File: src/rtl/oneshot_pkg.sv
package oneshot_pkg;

  typedef enum logic [1:0] {
    ST_ARMED = 2'd0,
    ST_PULSE = 2'd1,
    ST_SPENT = 2'd2
  } shotState_t;

  typedef struct packed {
    logic loadTimer;
    logic countEn;
  } timerCtl_t;

endpackage

File: src/rtl/oneshot_edge_sync.sv
module oneshot_edge_sync #(
  parameter int STAGES = 2
) (
  input  logic clk,
  input  logic rst,
  input  logic trigIn,
  input  logic fallEdge,
  output logic edgeSeen
);
  logic [STAGES-1:0] chain;
  logic              lastLvl;
  logic [STAGES:0]   warm;
  logic              syncLvl;
  logic              activeLvl;

  always_ff @(posedge clk) begin
    if (rst) begin
      chain   <= '0;
      lastLvl <= 1'b0;
      warm    <= '0;
    end else begin
      chain[0] <= trigIn;
      for (int i = 1; i < STAGES; i++) chain[i] <= chain[i-1];
      lastLvl <= chain[STAGES-1];
      warm    <= {warm[STAGES-1:0], 1'b1};
    end
  end

  assign syncLvl   = chain[STAGES-1];
  assign activeLvl = ~fallEdge;
  // history is trusted only once every stage holds a real sample
  assign edgeSeen  = warm[STAGES] && (syncLvl != lastLvl) && (syncLvl == activeLvl);
endmodule

File: src/rtl/oneshot_datapath.sv
module oneshot_datapath #(
  parameter int CLK_KHZ = 1000,
  parameter int MS_W    = 12,
  parameter int MIN_MS  = 500,
  parameter int MAX_MS  = 3000
) (
  input  logic                  clk,
  input  logic                  rst,
  input  oneshot_pkg::timerCtl_t ctl,
  input  logic [MS_W-1:0]       durMs,
  output logic                  timerDone
);
  localparam int MAX_CYC = MAX_MS * CLK_KHZ;
  localparam int CNT_W   = $clog2(MAX_CYC + 1);

  logic [MS_W-1:0]  msClamped;
  logic [CNT_W-1:0] cycTarget;
  logic [CNT_W-1:0] cnt;

  always_comb begin
    if (durMs < MS_W'(MIN_MS))      msClamped = MS_W'(MIN_MS);
    else if (durMs > MS_W'(MAX_MS)) msClamped = MS_W'(MAX_MS);
    else                            msClamped = durMs;
  end

  assign cycTarget = CNT_W'(msClamped) * CNT_W'(CLK_KHZ);

  always_ff @(posedge clk) begin
    if (rst)                         cnt <= '0;
    else if (ctl.loadTimer)          cnt <= cycTarget - CNT_W'(1);
    else if (ctl.countEn && cnt != '0) cnt <= cnt - CNT_W'(1);
  end

  assign timerDone = (cnt == '0);
endmodule

File: src/rtl/oneshot_ctrl.sv
module oneshot_ctrl (
  input  logic                   clk,
  input  logic                   rst,
  input  logic                   edgeSeen,
  input  logic                   timerDone,
  output oneshot_pkg::timerCtl_t ctl,
  output logic                   pulseOut,
  output logic                   lockedOut
);
  import oneshot_pkg::*;

  shotState_t state;
  logic       lockFlag;
  logic       fire;

  // trigger qualified by the inverted lockout flag
  assign fire = edgeSeen && !lockFlag && (state == ST_ARMED);

  always_ff @(posedge clk) begin
    if (rst) begin
      state    <= ST_ARMED;
      lockFlag <= 1'b0;
      pulseOut <= 1'b0;
    end else begin
      case (state)
        ST_ARMED: if (fire) begin
          state    <= ST_PULSE;
          lockFlag <= 1'b1;
          pulseOut <= 1'b1;
        end
        ST_PULSE: if (timerDone) begin
          state    <= ST_SPENT;
          pulseOut <= 1'b0;
        end
        default: begin
          state    <= ST_SPENT;
          pulseOut <= 1'b0;
        end
      endcase
    end
  end

  assign ctl.loadTimer = fire;
  assign ctl.countEn   = (state == ST_PULSE);
  assign lockedOut     = lockFlag;
endmodule

File: src/rtl/single_fire_oneshot.sv
module single_fire_oneshot #(
  parameter int CLK_KHZ = 1000,
  parameter int MS_W    = 12,
  parameter int STAGES  = 2
) (
  input  logic            clk,
  input  logic            rst,
  input  logic            trigIn,
  input  logic            fallEdge,
  input  logic [MS_W-1:0] durMs,
  output logic            pulseOut,
  output logic            lockedOut
);
  oneshot_pkg::timerCtl_t ctl;
  logic edgeSeen;
  logic timerDone;

  oneshot_edge_sync #(.STAGES(STAGES)) uSync (
    .clk(clk), .rst(rst), .trigIn(trigIn), .fallEdge(fallEdge), .edgeSeen(edgeSeen)
  );

  oneshot_ctrl uCtrl (
    .clk(clk), .rst(rst), .edgeSeen(edgeSeen), .timerDone(timerDone),
    .ctl(ctl), .pulseOut(pulseOut), .lockedOut(lockedOut)
  );

  oneshot_datapath #(.CLK_KHZ(CLK_KHZ), .MS_W(MS_W)) uData (
    .clk(clk), .rst(rst), .ctl(ctl), .durMs(durMs), .timerDone(timerDone)
  );
endmodule

File: config.mk
export PLATFORM = sky130hd
export DESIGN_NAME = single_fire_oneshot
export DESIGN_NICKNAME = d
export VERILOG_FILES = /design/src/rtl/oneshot_pkg.sv /design/src/rtl/oneshot_edge_sync.sv /design/src/rtl/oneshot_datapath.sv /design/src/rtl/oneshot_ctrl.sv /design/src/rtl/single_fire_oneshot.sv
export SDC_FILE = /design/constraint.sdc
export NUM_CORES = 1
export LEC_CHECK = 0
export BUFFER_PORTS_ARGS = -buffer_cell sky130_fd_sc_hd__buf_2
export CORE_AREA = 2 2 105 66
export CTS_CLUSTER_SIZE = 25
export DETAILED_ROUTE_END_ITERATION = 7
export DIE_AREA = 0 0 107 68
export PLACE_DENSITY_LB_ADDON = 0.12
export SLEW_MARGIN = 0
export SYNTH_ARGS = -nofsm -noshare
export SYNTH_HDL_FRONTEND = slang
export SYNTH_SLANG_ARGS = --single-unit
export TNS_END_PERCENT = 1
File: constraint.sdc
create_clock -name clk -period 19.2 [get_ports clk]
set_clock_uncertainty 0.15 [all_clocks]
set_input_delay 1.92 -clock clk [delete_from_list [all_inputs] [get_ports clk]]
set_output_delay 1.92 -clock clk [all_outputs]
set_load 0.01 [all_outputs]
==> run_results.csv <==
group,metric,value,unit
sta,setup_viol,0,
floorplanning,start_util,66.5,%
synth,synth.ff_latch_count,31,
place,gp_congestion,0.928,
setup_path,critical_path_class,"in -> reg",
clocking,cts.sinks,31,
sta,slew_headroom,47.4,%
sta,rsz0062_at_grt,"no",
setup_path,cp_num_buf_inv,5,
setup_path,cp_max_fo,10,
sta,min_period,8.30,ns
synth,async_flop_share,0,%
job,max-cap-violations,0,
route,routedWlPerCell,14.5,um
synth,synthesis.area,4270,um2
floorplanning,dieArea,7280,um2
floorplanning,rows,23,
route,dr.pass1.iters,4,
layout,layout_common_cells,"67 x inv_1, 47 x ha_1, 38 x fa_1, 36 x nor2_1, 31 x dfxtp_1",
global_routing,grtUsageMet3,4.29,%
global_routing,busiest_layer,"met1",
clocking,clk_pin_slew_worst_paths,0.07,ns
clocking,post_cts_buffers,0,
global_routing,grt_util_met2,39.3,%
layout,nFillCells,531,
setup_path,crit_path_max_incr_delay,0.50,ns
setup_path,cp-start-kind,"input pin",
worst_hold_path,hold_path_end,"uSync.chain[1]",
clocking,hold_buffers,0,
floorplanning,fp.dieH,68,um
layout,layout_commonest_cell,"inv_1",
synth,ys_types,79,
route,ant_nets,0,
synth,syn_avg_cell_area,8.75,um2
sta,hold_viol,0,
setup_path,crit_path_cell_trace,"buf_2 -> nand4b_1 -> or3_4 -> o211a_4 -> or2b_1 -> inv_1 -> fa_1 -> fa_1 -> inv_1 -> fa_1 -> inv_1 -> fa_1 -> inv_1 -> ha_1 -> a2111o_1 -> o21ai_1 -> a22oi_1 -> o221a_2 -> nor4b_1 -> a31oi_1 -> o31a_1",
global_routing,use_met1,40.4,%
route,wl,8.53,mm
setup_path,crit_family,"adder cells",
setup_path,r2r_start,"uData.cnt[2]",
clocking,cts_buffers,5,
floorplanning,io_pins,18,
global_routing,grt_pass1_wl,15.1,mm
global_routing,grt_use_total,26.1,%
route,drt_iter0_markers,264,
synth,synthCells,488,
layout,layout-drive-gt1-share,10.6,%
layout,diodes,0,
setup_path,cpMaxStageDelayCell,"fa_1",
synth,syn_nets,589,
place,hpwl,6.94,mm
global_routing,antenna_found_initial,0,
clocking,cts_resized,0,
setup_path,cp.required,19.22,ns
sta,fmax,120,MHz
sta,tns,0,ns
setup_path,ff2ff_setup_slack,16.36,ns
clocking,cts_buffer_depth,2,
place,io_buffers,17,
clocking,htreeDepth,2,
setup_path,crit_arrival,8.32,ns
synth,yosysSeqAreaShare,14.5,%
clocking,tritoncts,"built",
route,vias,3427,
worst_hold_path,hold_depth,1,
global_routing,grt_overflow,0,
setup_path,r2r_cells,8,
layout,fin_nets,600,
layout,area_delta_synth_final,5.80,%
clocking,cts-root-buf,"clkbuf_8",
sta,worst_pin_slew,0.781,ns
clocking,clock_latency,0.29,ns
route,route.detailed.drc,0,
setup_path,r2r-end,"uData.cnt[9]",
global_routing,grt_pass1_vias,3215,
synth,yosys_most_used_dff,"dfxtp_1",
sta,drv_slew,0,
setup_path,endpoint_kind,"flop",
synth,netlist.area_leader.share,17.8,%
synth,yosysTopAreaCell,"fa_1",
route,viasPerCell,5.84,
layout,regArea,621,um2
synth,synthTopCellsByArea,"fa_1 18%, dfxtp_1 15%, ha_1 14%",
worst_hold_path,min_path_type,"reg -> reg",
floorplanning,die_w,107,um
sta,finalCritPeriodShare,43.2,%
floorplanning,core,6420,um2
status,status,"finished clean",
worst_hold_path,min-delay-start,"uSync.chain[0]",
global_routing,grt_max_degree,31,
layout,multiInputGateArea,3320,um2
synth,synth_edf_count,0,
synth,yosys_warnings,0,
==> state kept, by name (all words and copies together) (netlist names) <==
| register | cells |
|---|---|
| uData.cnt | 22 |
| uSync.warm | 3 |
| uCtrl.state | 2 |
| uSync.chain | 2 |
| uCtrl.lockedOut | 1 |
| uSync.lastLvl | 1 |
==> synthesized netlist by cell type (4+ instances only) <==
| library cell | n |
|---|---|
| a21o_1 | 5 |
| nor2b_1 | 6 |
| o2111ai_1 | 4 |
| or3_1 | 5 |
| nand2b_1 | 5 |
| nor3b_1 | 4 |
| o21a_1 | 5 |
| clkbuf_1 | 11 |
| nor2_1 | 36 |
| nand3_1 | 11 |
| a21oi_1 | 23 |
| ha_1 | 47 |
| nor3_1 | 11 |
| inv_1 | 67 |
| xor2_1 | 15 |
| dfxtp_1 | 31 |
| nand2_1 | 28 |
| xnor2_1 | 14 |
| a211oi_1 | 13 |
| nor4_1 | 11 |
| fa_1 | 38 |
| o21ai_0 | 13 |
==> area by class of cell <==
type	count	share of cell area (%)
clock buffer	6	1.83
tap	87	2.41
timing repair buffer	18	2.05
multi-input combinational	375	73.6
inverter	68	5.65
clock inverter	2	0.775
sequential	31	13.7
==> metal layers <==
| layer | vias to the layer above | routed length, um |
|---|---|---|
| met5 | - | 0 |
| met4 | 0 | 39 |
| met3 | 4 | 263 |
| met2 | 47 | 3490 |
| met1 | 1633 | 4740 |
| li1 | 1743 | - |
==> stage by stage <==
stage	instances	util [%]	cell area [um2]	setup slack (ns)	hold slack, ns
2_1_floorplan	488	-	4270	11.47	0.264
3_3_place_gp	579	68.6	4400	10.78	0.271
3_5_place_dp	579	68.6	4400	10.67	0.275
4_1_cts	587	70.4	4520	10.95	0.298
5_1_grt	587	70.4	4520	10.48	0.312
6_report	587	70.4	4520	10.90	0.292
==> worst max-delay path by stage <==
stage | from | endpoint | slack [ns] | cells past startpoint
floorplan | durMs[4] | uData.cnt[21] | 11.47 | 21
global placement | durMs[11] | uData.cnt[21] | 10.78 | 21
detailed placement | durMs[11] | uData.cnt[21] | 10.67 | 21
CTS | durMs[11] | uData.cnt[21] | 10.95 | 21
global route | durMs[11] | uData.cnt[21] | 10.48 | 21
finish | durMs[11] | uData.cnt[21] | 10.90 | 21
==> kinds of logic (layout without fill, tap and decap cells) <==
| logic type | Yosys count | count (layout) | share of synthesized area, % |
|---|---|---|---|
| AOI/OAI and AO/OA | 107 | 107 | 19.7 |
| DFF | 31 | 31 | 14.5 |
| buffers and inverters | 82 | 94 | 7.65 |
| adders and majority gates | 85 | 85 | 31.6 |
| muxes | 2 | 2 | 0.498 |
| xor gates and xnor gates | 29 | 29 | 5.95 |
| and+or+nand+nor | 152 | 152 | 20.0 |
Power is left out: the tool's default activity adds up to more than one toggle a clock period on the data nets, which glitch-free logic cannot reach.
